`src/rtl/nco_pkg.sv`:
```
package nco_pkg;
  typedef enum logic [1:0] {
    SGN_OFF    = 2'd0,
    SGN_TOGGLE = 2'd1,
    SGN_MSB    = 2'd2
  } sgn_mode_e;

  function automatic sgn_mode_e decode_sign(input logic en, input logic div2, input logic cmp);
    if (!en)                 return SGN_OFF;
    else if (div2)           return SGN_MSB;    // comparator slot maps to MSB too
    else if (!cmp)           return SGN_TOGGLE;
    else                     return SGN_OFF;    // reserved combination
  endfunction
endpackage

```
`src/rtl/nco_phase_acc.sv`:
```
module nco_phase_acc #(
  parameter int ACC_W = 28
) (
  input  logic             clk,
  input  logic             rst_n,
  input  logic             clear,
  input  logic             halt,
  input  logic [ACC_W-1:0] step,
  output logic [ACC_W-1:0] acc
);
  always_ff @(posedge clk) begin
    if (!rst_n || clear) acc <= '0;
    else if (!halt)      acc <= acc + step;
  end
endmodule

```
`src/rtl/nco_phase_out.sv`:
```
module nco_phase_out #(
  parameter int ACC_W = 28,
  parameter int PH_W  = 12
) (
  input  logic             clk,
  input  logic             rst_n,
  input  logic             quiet,
  input  logic [ACC_W-1:0] acc,
  input  logic [PH_W-1:0]  offset,
  output logic [PH_W-1:0]  phase,
  output logic             valid
);
  localparam int TOP_LSB = ACC_W - PH_W;

  logic [PH_W-1:0] sum;
  always_comb sum = acc[ACC_W-1:TOP_LSB] + offset;

  always_ff @(posedge clk) begin
    if (!rst_n) begin
      phase <= '0;
      valid <= 1'b0;
    end else begin
      phase <= sum;
      valid <= !quiet;
    end
  end
endmodule

```
`src/rtl/nco_sign_gen.sv`:
```
module nco_sign_gen
  import nco_pkg::*;
(
  input  logic clk,
  input  logic rst_n,
  input  logic clear,
  input  logic msb,
  input  logic en,
  input  logic div2,
  input  logic cmp,
  output logic sign_out,
  output logic sign_oe
);
  logic      prev_q, tog_q;
  sgn_mode_e mode;

  always_ff @(posedge clk) begin
    if (!rst_n || clear) begin
      prev_q <= 1'b0;
      tog_q  <= 1'b0;
    end else begin
      prev_q <= msb;
      if (msb && !prev_q) tog_q <= ~tog_q;
    end
  end

  always_comb begin
    mode = decode_sign(en, div2, cmp);
    unique case (mode)
      SGN_TOGGLE: begin sign_oe = 1'b1; sign_out = tog_q; end
      SGN_MSB:    begin sign_oe = 1'b1; sign_out = msb;   end
      default:    begin sign_oe = 1'b0; sign_out = 1'b0;  end
    endcase
  end
endmodule

```
`src/rtl/nco_dual_reg.sv`:
```
module nco_dual_reg #(
  parameter int ACC_W = 28,
  parameter int PH_W  = 12
) (
  input  logic             clk,
  input  logic             rst_n,
  input  logic [ACC_W-1:0] freq0,
  input  logic [ACC_W-1:0] freq1,
  input  logic [PH_W-1:0]  phase0,
  input  logic [PH_W-1:0]  phase1,
  input  logic             freq_sel,
  input  logic             phase_sel,
  input  logic             hold_reset,
  input  logic             clk_halt,
  input  logic             pwr_down,
  input  logic             sign_en,
  input  logic             sign_div2,
  input  logic             sign_cmp,
  output logic [PH_W-1:0]  out_phase,
  output logic             out_valid,
  output logic             sign_out,
  output logic             sign_oe
);
  logic [ACC_W-1:0] step_sel, acc_q;
  logic [PH_W-1:0]  off_sel;

  always_comb begin
    step_sel = freq_sel  ? freq1  : freq0;
    off_sel  = phase_sel ? phase1 : phase0;
  end

  nco_phase_acc #(.ACC_W(ACC_W)) u_acc (
    .clk(clk), .rst_n(rst_n), .clear(hold_reset), .halt(clk_halt),
    .step(step_sel), .acc(acc_q)
  );

  nco_phase_out #(.ACC_W(ACC_W), .PH_W(PH_W)) u_out (
    .clk(clk), .rst_n(rst_n), .quiet(hold_reset || pwr_down),
    .acc(acc_q), .offset(off_sel), .phase(out_phase), .valid(out_valid)
  );

  nco_sign_gen u_sign (
    .clk(clk), .rst_n(rst_n), .clear(hold_reset), .msb(acc_q[ACC_W-1]),
    .en(sign_en), .div2(sign_div2), .cmp(sign_cmp),
    .sign_out(sign_out), .sign_oe(sign_oe)
  );
endmodule

```
`config.mk`:
```
export PLATFORM = sky130hd
export DESIGN_NAME = nco_dual_reg
export DESIGN_NICKNAME = d
export VERILOG_FILES = /design/src/rtl/nco_pkg.sv /design/src/rtl/nco_phase_acc.sv /design/src/rtl/nco_phase_out.sv /design/src/rtl/nco_sign_gen.sv /design/src/rtl/nco_dual_reg.sv
export SDC_FILE = /design/constraint.sdc
export NUM_CORES = 1
export LEC_CHECK = 0
export BUFFER_PORTS_ARGS = -buffer_cell sky130_fd_sc_hd__buf_2
export CAP_MARGIN = 20
export CORE_MARGIN = 1
export CORE_UTILIZATION = 54
export DETAILED_ROUTE_END_ITERATION = 10
export GPL_TIMING_DRIVEN = 0
export PLACE_DENSITY = 0.93
export SETUP_SLACK_MARGIN = 0.4
export SLEW_MARGIN = 25
export SYNTH_ARGS = -nofsm -noshare
export SYNTH_HDL_FRONTEND = slang
export SYNTH_SLANG_ARGS = --single-unit
```
`constraint.sdc`:
```
create_clock -name clk -period 3.9 [get_ports clk]
set_clock_uncertainty 0.2 [all_clocks]
set_input_delay 0 -clock clk [delete_from_list [all_inputs] [get_ports clk]]
set_output_delay 0 -clock clk [all_outputs]
set_load 0.1 [all_outputs]
```
==> out/results.txt <==
Worst Reg-to-Reg Cells: 9
Leakage: 0.002176 uW
Die W: 86.25 um
maxcap violations: 0
CP max stage cell: dlygate4sd3_1
ANT nets after route: 0
first-pass GRT wire length: 16580 um
vias post-DR: 3936
PD cells: 320.1 nW/um^2
Cell Chain, Critical Path: dlygate4sd3_1, buf_2, mux2_2, dlygate4sd3_1, ha_1, fa_1, a21o_1, a21oi_1, o21a_1, o21ai_0, a21oi_1, xnor2_1, and2_1
Syn Inst Count: 460
setup_tns: 0 ns
Peak VDD IR: 0.1460 mV
Post-Syn Area: 3832 um^2
final setup fails: 0
cts bufs inserted: 5
Starting Density: 56.10%
# diodes: 0
CP max stage delay: 0.56 ns
Tmin final: 3.232 ns
crit-path leading delay family: buffers and inverters
HP Start: freq1[0]
Required @ worst endpoint: 3.91 ns
fin crit share: 82.87%
worst reg2reg path endpoint: u_acc.acc[22]$_SDFFE_PP0N_
most frequent cells in the layout: buf_2 (106), a21oi_1 (49), nand2_1 (48)
max_slew headroom: 50.66%
most used flip-flop cell after synthesis: dfxtp_1
Pre-Repair DR Iteration Count: 5
area occupied by multi-input gates: 2843 um^2
Mean Syn Cell Area: 8.331 um^2
initial drt markers: 191
dpl hpwl: 8108 um
Clock Power Share: 24.7%
run status: finished with violations
GRT Total Usage: 28.27%
final hold slack: -0.004723 ns
# clock sinks: 43
number of global-route vias before repair: 3779
Slew @ Worst Pin: 0.7401 ns
CTS root buffer: clkbuf_8
CTS tree: yes
P&R area growth vs syn: 20.70%
port buffer count: 102
fmax: 0.3094 GHz
Flop pwr share: 33.1%
Worst Hold Path Cells: 5
worst skew pair latency: 0.31 ns
RSZ-0062 raised after global routing: false
Via density: 5.866
syn nets: 590
die extent in y: 86.25 um
synthesized flop and latch total: 43
final hold vios: 1
number of flops mapped to enable cells by yosys: 0
Worst setup SP type: primary input
DRC violations left: 0
critical path peak fanout: 3
register area share after synthesis: 22.46%
gp weighted congestion: 0.9481
Reg area: 860.8 um^2
Power Internal: 896.1 uW
hold crit path type: in2reg
core area: 6832 um^2
synth unique cells: 57
fin worst setup slack: 0.6681 ns
Pins Over Slew Limit: 0
total number of yosys warnings: 0
CP Buf/Inv Count: 3
kind of critical path: in2reg
layout filler cell count: 548
asr flop ratio synth: 0%
most common cell after layout, fill and taps aside: buf_2
Sw Pwr: 584.5 uW
# H-tree levels: 2
worst-case clock buffer depth: 2
switch share: 39.48%
io pins: 105
crit end category: flop
setup slack at placement: 0.4132 ns
violated checks: hold timing
Cell Rows: 30
grt ovf: 0
drt wl/cell: 15.62 um
WL final: 10480 um
Worst R2R Start: u_acc.acc[0]$_SDFFE_PP0N_
Final #Nets: 704
pin count of the biggest net entering global routing: 15
initial antenna violation count: 0
setup slack, reg-to-reg: 1.03 ns
Comb power frac: 42.2%
arrival time at the worst endpoint: 3.24 ns
CTS clk-pin slew, worst paths: 0.09 ns
Hold EP: u_acc.acc[0]$_SDFFE_PP0N_
share of post-route cells with drive strength above 1: 28.00%
DIE AREA: 7438 um^2
==> cells by family (layout without fill, tap and decap cells) <==
family	Yosys count	count (layout)	share of synthesized area, %
DFF	43	43	22.46
and+or+nand+nor	130	130	16.88
buffers and inverters	33	148	3.363
muxes	46	46	13.61
AOI/OAI and AO/OA	138	138	23.38
adders and majority gates	40	40	13.45
xor gates and xnor gates	30	30	6.856
==> metrics by stage <==
stage	std cells	total power [uW]	cell area, um^2	util (%)	hold WS [ns]
global placement	658	1084	4463	65.33	-0.03021
detailed placement	658	1108	4463	65.33	-0.03305
finish	671	1481	4626	67.71	-0.004723
CTS	671	1471	4626	67.71	0.01317
global route	671	1550	4626	67.71	0.01157
floorplan	460	967.2	3832	-	-0.1276
==> power by group through the flow <==
| stage | clock (uW) | sequential, uW | combinational, uW |
|---|---|---|---|
| floorplan | 0 | 612 | 355 |
| global route | 385 | 493 | 672 |
| global placement | 0 | 498 | 586 |
| finish | 366 | 489 | 625 |
| CTS | 366 | 489 | 616 |
| detailed placement | 0 | 500 | 608 |
==> how the worst max path moves through the flow <==
| stage | to | slack (ns) | from | cells past startpoint |
|---|---|---|---|---|
| floorplan | u_acc.acc[25]$_SDFFE_PP0N_ | 1.0 | freq_sel | 12 |
| global placement | u_acc.acc[27]$_SDFFE_PP0N_ | 0.50 | freq_sel | 11 |
| detailed placement | u_acc.acc[25]$_SDFFE_PP0N_ | 0.41 | freq_sel | 11 |
| CTS | u_out.phase[8]$_SDFF_PN0_ | 0.68 | phase1[0] | 13 |
| global route | u_acc.acc[23]$_SDFFE_PP0N_ | 0.44 | freq_sel | 10 |
| finish | u_out.phase[8]$_SDFF_PN0_ | 0.67 | phase1[0] | 13 |
==> cell type report <==
class	count	area share [%]
Multi-Input combinational cell	384	61.46
Buffer	20	1.731
Timing Repair Buffer	107	12.12
Inverter	13	1.055
Tap cell	96	2.597
Clock buffer	5	1.488
Sequential cell	43	18.61
Clock inverter	3	0.9467
==> sequential cells by signal, summed over array words and instances, names as in the netlist <==
name           count
u_sign.prev_q      1
u_out.phase       12
u_out.valid        1
u_sign.tog_q       1
u_acc.acc         28
==> cell usage after synthesis, types with 8 or more instances <==
master / n / share of area [%]
a21oi_1: 49 / 6.4
a21o_1: 15 / 2.9
nor2_1: 27 / 2.6
and2_1: 11 / 1.8
o21ai_0: 27 / 3.5
mux2_2: 39 / 11
dfxtp_1: 43 / 22
ha_1: 38 / 12
nand4_1: 8 / 1.3
clkbuf_1: 11 / 1.1
nand2_1: 48 / 4.7
xor2_1: 11 / 2.5
xnor2_1: 19 / 4.3
inv_1: 13 / 1.3
==> worst min-delay path: stages <==
cell and delay [ns]:
buf_2 0.07, mux2_2 0.13, ha_1 0.11, mux2i_1 0.06
nor2_1 0.09
==> timing repair <==
action	in CTS	in global routing
buffers inserted	0	0
gates resized for setup	0	0
hold buffers	5	0
endpoints found under the hold margin	6	0
endpoints found under the setup margin	0	0
==> layer usage <==
layer | vias to the layer above | part of all wire [%] | GRT usage [%]
met4 | 0 | 2.3 | 9.091
met5 | - | 0 | 0
met2 | 172 | 49 | 52.89
met1 | 1825 | 42 | 32.13
met3 | 27 | 6.1 | 5.429
li1 | 1912 | - | -
No activity file was read; power rests on OpenSTA's default activity.
